[src/rtl/usb_oep_pkg.sv]
package usb_oep_pkg;
    localparam int B_CMP  = 0;
    localparam int B_ERR  = 1;
    localparam int B_SNT  = 2;
    localparam int B_FRC  = 3;
    localparam int B_SVC  = 4;
    localparam int B_NE   = 5;
    localparam int STAT_W = 6;
    localparam int WR_W   = 4;

    typedef enum logic [1:0] {
        HS_ACK   = 2'd0,
        HS_NAK   = 2'd1,
        HS_STALL = 2'd2
    } hs_e;

    typedef struct packed {
        logic complete;
        logic err;
        logic sent;
        logic frc;
        logic stall;
    } ep_state_t;
endpackage

[src/rtl/usb_oep_status.sv]
module usb_oep_status
    import usb_oep_pkg::*;
(
    input  logic            clk,
    input  logic            rst_n,
    input  logic            pkt_done,
    input  logic            err_any,
    input  logic            pkt_oversize,
    input  logic            bus_active,
    input  logic            reg_wr,
    input  logic [WR_W-1:0] reg_wdata,
    output ep_state_t       st
);
    ep_state_t st_d, st_q;

    always_comb begin
        st_d = st_q;
        if (reg_wr) st_d.frc = reg_wdata[B_FRC];
        if (reg_wr && reg_wdata[B_CMP]) begin
            st_d.complete = 1'b0;
            st_d.err      = 1'b0;
        end
        if (reg_wr && reg_wdata[B_SNT]) st_d.sent = 1'b0;
        // leave stall only once both holders are seen clear
        if (st_q.stall && !st_q.frc && !st_q.sent) st_d.stall = 1'b0;
        // deferred entry of a forced stall
        if (!st_q.stall && st_q.frc && !bus_active) begin
            st_d.stall = 1'b1;
            st_d.sent  = 1'b1;
        end
        if (pkt_oversize) begin
            st_d.stall = 1'b1;
            st_d.sent  = 1'b1;
        end
        if (pkt_done && !st_q.stall && !pkt_oversize) begin
            st_d.complete = 1'b1;
            st_d.err      = err_any;
        end
    end

    always_ff @(posedge clk or negedge rst_n) begin
        if (!rst_n) st_q <= '0;
        else        st_q <= st_d;
    end

    assign st = st_q;

    // error is only ever seen together with complete
    a_r4_err_with_complete: assert property (@(posedge clk) disable iff (!rst_n)
        st_q.err |-> st_q.complete);

    // complete drops only after a write of one to its bit
    a_r1_clear_by_write: assert property (@(posedge clk) disable iff (!rst_n)
        $fell(st_q.complete) |-> $past(reg_wr && reg_wdata[B_CMP]));

    // oversize leads to stall with sent-stall marked
    a_r5_oversize_stall: assert property (@(posedge clk) disable iff (!rst_n)
        pkt_oversize |=> (st_q.stall && st_q.sent));

    // stall is entered only through oversize or idle-bus forced entry
    a_r6_entry_idle: assert property (@(posedge clk) disable iff (!rst_n)
        $rose(st_q.stall) |-> ($past(pkt_oversize) ||
                               ($past(st_q.frc) && !$past(bus_active))));

    // entering stall always marks sent-stall
    a_r6_entry_marks_sent: assert property (@(posedge clk) disable iff (!rst_n)
        $rose(st_q.stall) |-> st_q.sent);

    // stall holds while force or sent-stall remains
    a_r7_stall_hold: assert property (@(posedge clk) disable iff (!rst_n)
        (st_q.stall && (st_q.frc || st_q.sent)) |=> st_q.stall);

    // packet done during stall leaves complete alone
    a_r11_done_ignored: assert property (@(posedge clk) disable iff (!rst_n)
        (pkt_done && st_q.stall && !(reg_wr && reg_wdata[B_CMP]))
            |=> (st_q.complete == $past(st_q.complete)));
endmodule

[src/rtl/usb_oep_fifo_mon.sv]
module usb_oep_fifo_mon #(
    parameter int DEPTH  = 20,
    parameter int THRESH = 8,
    localparam int CNT_W = $clog2(DEPTH + 1)
) (
    input  logic [CNT_W-1:0] fifo_count,
    output logic             svc_req,
    output logic             not_empty
);
    localparam logic [CNT_W-1:0] THR = CNT_W'(THRESH);

    always_comb begin
        svc_req   = (fifo_count >= THR);
        not_empty = (fifo_count != '0);
    end

    // a service request implies bytes are present
    always_comb begin
        a_r9_svc_nonempty: assert (!svc_req || not_empty);
    end
endmodule

[src/rtl/usb_oep_handshake.sv]
module usb_oep_handshake
    import usb_oep_pkg::*;
(
    input  ep_state_t st,
    input  logic      rx_irq_en,
    output hs_e       hs,
    output logic      rx_irq
);
    always_comb begin
        if (st.stall)         hs = HS_STALL;
        else if (st.complete) hs = HS_NAK;
        else                  hs = HS_ACK;
        rx_irq = st.complete && rx_irq_en;
    end

    // ACK is never given while a packet is pending
    always_comb begin
        a_r8_no_ack_pending: assert (!(st.complete && hs == HS_ACK));
    end
endmodule

[src/rtl/usb_oep_ctrl.sv]
module usb_oep_ctrl
    import usb_oep_pkg::*;
#(
    parameter int FIFO_DEPTH = 20,
    parameter int SVC_THRESH = 8,
    localparam int CNT_W = $clog2(FIFO_DEPTH + 1)
) (
    input  logic              clk,
    input  logic              rst_n,
    input  logic              pkt_done,
    input  logic              err_crc,
    input  logic              err_stuff,
    input  logic              err_ovr,
    input  logic              pkt_oversize,
    input  logic              bus_active,
    input  logic [CNT_W-1:0]  fifo_count,
    input  logic              rx_irq_en,
    input  logic              reg_wr,
    input  logic [WR_W-1:0]   reg_wdata,
    output logic [STAT_W-1:0] reg_rdata,
    output logic [1:0]        hs_sel,
    output logic              rx_irq,
    output logic              dma_req
);
    ep_state_t st;
    hs_e       hs;
    logic      svc, nempty;

    usb_oep_status u_status (
        .clk          (clk),
        .rst_n        (rst_n),
        .pkt_done     (pkt_done),
        .err_any      (err_crc | err_stuff | err_ovr),
        .pkt_oversize (pkt_oversize),
        .bus_active   (bus_active),
        .reg_wr       (reg_wr),
        .reg_wdata    (reg_wdata),
        .st           (st)
    );

    usb_oep_fifo_mon #(.DEPTH(FIFO_DEPTH), .THRESH(SVC_THRESH)) u_fifo (
        .fifo_count (fifo_count),
        .svc_req    (svc),
        .not_empty  (nempty)
    );

    usb_oep_handshake u_hs (
        .st        (st),
        .rx_irq_en (rx_irq_en),
        .hs        (hs),
        .rx_irq    (rx_irq)
    );

    always_comb begin
        reg_rdata        = '0;
        reg_rdata[B_CMP] = st.complete;
        reg_rdata[B_ERR] = st.err;
        reg_rdata[B_SNT] = st.sent;
        reg_rdata[B_FRC] = st.frc;
        reg_rdata[B_SVC] = svc;
        reg_rdata[B_NE]  = nempty;
        hs_sel           = hs;
        dma_req          = svc;
    end
endmodule

[config.mk]
export PLATFORM = sky130hd
export DESIGN_NAME = usb_oep_ctrl
export DESIGN_NICKNAME = d
export VERILOG_FILES = /design/src/rtl/usb_oep_pkg.sv /design/src/rtl/usb_oep_status.sv /design/src/rtl/usb_oep_fifo_mon.sv /design/src/rtl/usb_oep_handshake.sv /design/src/rtl/usb_oep_ctrl.sv
export SDC_FILE = /design/constraint.sdc
export NUM_CORES = 1
export LEC_CHECK = 0
export BUFFER_PORTS_ARGS = -buffer_cell sky130_fd_sc_hd__buf_2
export CORE_AREA = 2 2 39 41
export DETAILED_ROUTE_END_ITERATION = 8
export DIE_AREA = 0 0 41 43
export SLEW_MARGIN = 20
export SYNTH_ARGS = -nofsm -noshare
export SYNTH_HDL_FRONTEND = slang
export SYNTH_SLANG_ARGS = --single-unit
export TNS_END_PERCENT = 100
[constraint.sdc]
create_clock -name clk -period 1.45 [get_ports clk]
set_clock_uncertainty 0.15 [all_clocks]
set_input_delay 0.2175 -clock clk [delete_from_list [all_inputs] [get_ports clk]]
set_output_delay 0.2175 -clock clk [all_outputs]
set_load 0.01 [all_outputs]
* Word level (Yosys, flattened, before mapping)
Index checks and enable logic that the tools add are counted.
Word-level totals: register bits 5, bits in latches 0, RAM bits 0, memory bits (read-only) 0, input bits 19, memories kept 0
Operators by class: add/subtract/negate cells 0, multiply operators 0, div/mod/pow operators 0, $lt $le $gt $ge 1, equality and inequality tests 0, shift-type cells 0, mux-type cells 10, bitwise logic cells 2, reduce and logical (&&, ||, !) cells 18
Operator list (count):
- $logic_and A1 B1 Y1 | 9
- $mux W1 | 7
- $mux W2 | 3
- $reduce_bool A3 Y1 | 2
- $ge A5 B4 Y1 const B | 1
- $logic_not A1 Y1 | 5
- $reduce_bool A5 Y1 | 1
- $or A1 B1 Y1 | 2
- $reduce_bool A2 Y1 | 1

* Depth between registers and ports, before layout
word-level depth 6, gate-level depth with buffers 3, mapped depth without buffers 2

* Hierarchy
A second synthesis with hierarchy kept.
Unflattened totals: cells, all modules 24, area, all modules 276.5 um^2
Modules (own cells, without submodules):
- usb_oep_status | instances 1, cells each 16, area an instance 214.0 um^2
- usb_oep_handshake | instances 1, cells each 3, area an instance 27.5 um^2
- usb_oep_ctrl | instances 1, cells each 3, area an instance 21.3 um^2
- usb_oep_fifo_mon | instances 1, cells each 2, area an instance 13.8 um^2

* Least setup slack after synthesis
OpenSTA, ideal clock, no wires.
path kind input to output, start point input port fifo_count[3], end point output port reg_rdata[5], data arrival time 1.034 ns, required time 1.082 ns, setup slack 0.048 ns, stages on the path 3, buffers on the path 1, path through or2_1 > or4_1 > buf_4
On the way: longest elaborated chain between the ends 1
Ends and longest elaborated chain:
- start, declared | line usb_oep_ctrl.sv:16 | input logic [CNT_W-1:0] fifo_count,
- $reduce_bool A5 Y1 | line usb_oep_fifo_mon.sv:14 | not_empty = (fifo_count != '0);
- end, declared | line usb_oep_ctrl.sv:20 | output logic [STAT_W-1:0] reg_rdata,
Every way passes these cells.

* Worst setup path after layout
start point input port fifo_count[4], end point output port reg_rdata[5]
The elaborated chain is that of the path after synthesis.

==> out/metrics.cfg <==
[sta]
slew_headroom_pct = 77.7
setup-violations-final = 0
tightest_slew_ns = 0.333
min_period_ns = 1.45
finalCritPeriodShare_pct = 99.9
setup_slack_ns = 0.00142
maxSlewViolCount = 0
hold_viol_final = 0
rsz0062_at_grt = yes
max_freq_mhz = 690
whs_ns = 0.0391
tns_ns = 0

[setup_path]
cp-startpoint = fifo_count[4]
critical_path_required_ns = 1.08
critPathKind = input pin to output pin
worstSetupStartpointType = input pin
crit_top_cell = buf_6
cp.arrival_ns = 1.08
path_max_fanout = 2
critical-path-max-stage-delay_ns = 0.41
r2r-start = u_status.st[0]
setup.worst_path.end_class = output pin
crit_chain = buf_6 > or2_1 > or4_4 > buf_6
slowest_stage = or4_4

[synthesis]
netlist_instances = 24
ys_warn_count = 0
ys_async_sr_fraction_pct = 100
synth_top_cell_by_area = dfrtp_1
synth_area_leaders = dfrtp_1 48%, buf_4 5.8%, mux2_1 4.3%
netlist_area_um2 = 259
synth_cell_types = 18
synth-seq-cells = 5
synth_area_per_cell_um2 = 10.8
synthFlopType = dfrtp_1
netlist_top_cells_count = 5 x dfrtp_1, 2 x buf_4, 2 x nand3_1
syn-num-nets = 43
yosysMostFrequentCell = dfrtp_1
synth_top_area_share_pct = 48.3
synth-seq-area-share_pct = 48.3
synth-edff-count = 0

[power]
clockPowerShare_pct = 40.6
powerDensity_nw_per_um2 = 883
p_leak_nw = 0.244
power_frac_comb_pct = 19.8
sw_frac_of_total_pct = 25.1
power_frac_seq_pct = 39.6
p_int_mw = 0.304
p_switching_mw = 0.102
irDropWorstVdd_mv = 0.328

[floorplan]
die-area_um2 = 1760
core_region_area_um2 = 1380
start_util_pct = 18.7
ios = 29
chipHeight_um = 43
fp.dieW_um = 41
row_count = 14

[worst_hold_path]
min_from = reg_wdata[3]
holdCritPathClass = input pin to flop

[routing]
dr.pass1.iters = 2
drcViolationCount = 0
route.vias.total = 290
wl_um = 690
avgRoutedWirePerCell_um = 9.72
drt_iter0_markers = 4
ant_nets = 0
vias_per_cell = 4.08

[clock_tree]
path_clk_slew_ns = 0.04
cts_buffers = 3
clkLatencyLatePin_ns = 0.24
postCtsSetupRepairBufs = 0
clock_sinks = 5
clockRootBuffer = clkbuf_4
cts_tree = done
ctsLongestPathBuffers = 2
cts_max_level = 1

[final_layout]
final_design_area_no_fill_um2 = 459
multiInputGateArea_um2 = 119
syn2layout_area_growth_pct = 77.3
largest_register_ffs = 5
regArea_um2 = 125
nFillCells = 155
drive_gt1_share_pct = 60.0
antenna_cells = 0
nets = 75

[placed_design]
place.gp.congestion = 0.692
postPlaceCellArea_um2 = 407
io_buffer_count = 27
detailedPlace.worstSlack_ns = 0.0118

[global_route]
grt_pass1_vias = 275
antenna_found_initial = 0
grt-ovfl-total = 0
grt_max_degree = 6
grt_usage_pct = 9.17
grt_pass1_wl_um = 993

[outcome]
outcome = finished, final reports clean

[run]
max_cap_violations = 0

## routing by layer
metal  share of wire [%]  vias to the layer above  track usage (%)
li1                    -                      144                -
met1                  37                      120             9.45
met2                  44                       24             12.8
met3                  17                        2             4.71
met4                 2.0                        0             8.00
met5                   0                        -                0
## through the flow
| stage | utilization (%) | instances | power [mW] |
|---|---|---|---|
| after floorplan | - | 24 | 0.194 |
| after global placement | 29.4 | 66 | 0.237 |
| after detailed placement | 29.4 | 66 | 0.239 |
| after CTS | 32.0 | 71 | 0.412 |
| after global routing | 33.2 | 71 | 0.436 |
| final | 33.2 | 71 | 0.406 |
## final timing paths
| kind | slack [ns] | cells after the start | endpoint |
|---|---|---|---|
| max | 0.001 | 4 | reg_rdata[5] |
| min in group asynchronous | 0.18 | 2 | u_status.st[4] |
| min | 0.04 | 2 | u_status.st[1] |
| max reg2reg | 0.24 | 2 | u_status.st[3] |
| min reg2reg | 0.37 | 1 | u_status.st[4] |
| max in group asynchronous | 0.84 | 2 | u_status.st[0] |
## power groups by stage
stage | registers [mW] | clock network (mW) | logic, mW
final | 0.161 | 0.165 | 0.0803
after global routing | 0.162 | 0.183 | 0.0903
after CTS | 0.161 | 0.173 | 0.0789
after detailed placement | 0.163 | 0 | 0.0765
after global placement | 0.162 | 0 | 0.0752
after floorplan | 0.167 | 0 | 0.0267
## timing repair
action | CTS | global route
endpoints found under the hold margin | 5 | 0
setup endpoints to repair | 0 | 1
resized for setup | 0 | 3
hold buffers | 1 | 0
## layout by cell type, fill, tap and decap left out, types with 2 or more instances in the layout
cell type	count
buf_2	25
dfrtp_1	5
clkbuf_4	3
nand3_1	2
buf_6	2
## cell families after synthesis
kind of cell           count (synthesis)  share of synthesized area (%)
DFF                                    5                           48.3
and+or+nand+nor                       10                           23.7
buffers and inverters                  3                           7.24
muxes                                  2                           8.21
AOI/OAI and AO/OA                      4                           12.6
## area by class of cell
class / count / area share [%]
timing repair buffer: 29 / 36.0
sequential: 5 / 27.2
multi-input combinational: 16 / 25.9
clock buffer: 4 / 5.72
tap: 16 / 4.36
inverter: 1 / 0.817
## worst max-delay path: cells and delay by family
family	cells	cell delay (ns)
simple gates	2	0.64
buf+inv	2	0.22
Power figures use the tool's default switching activity.
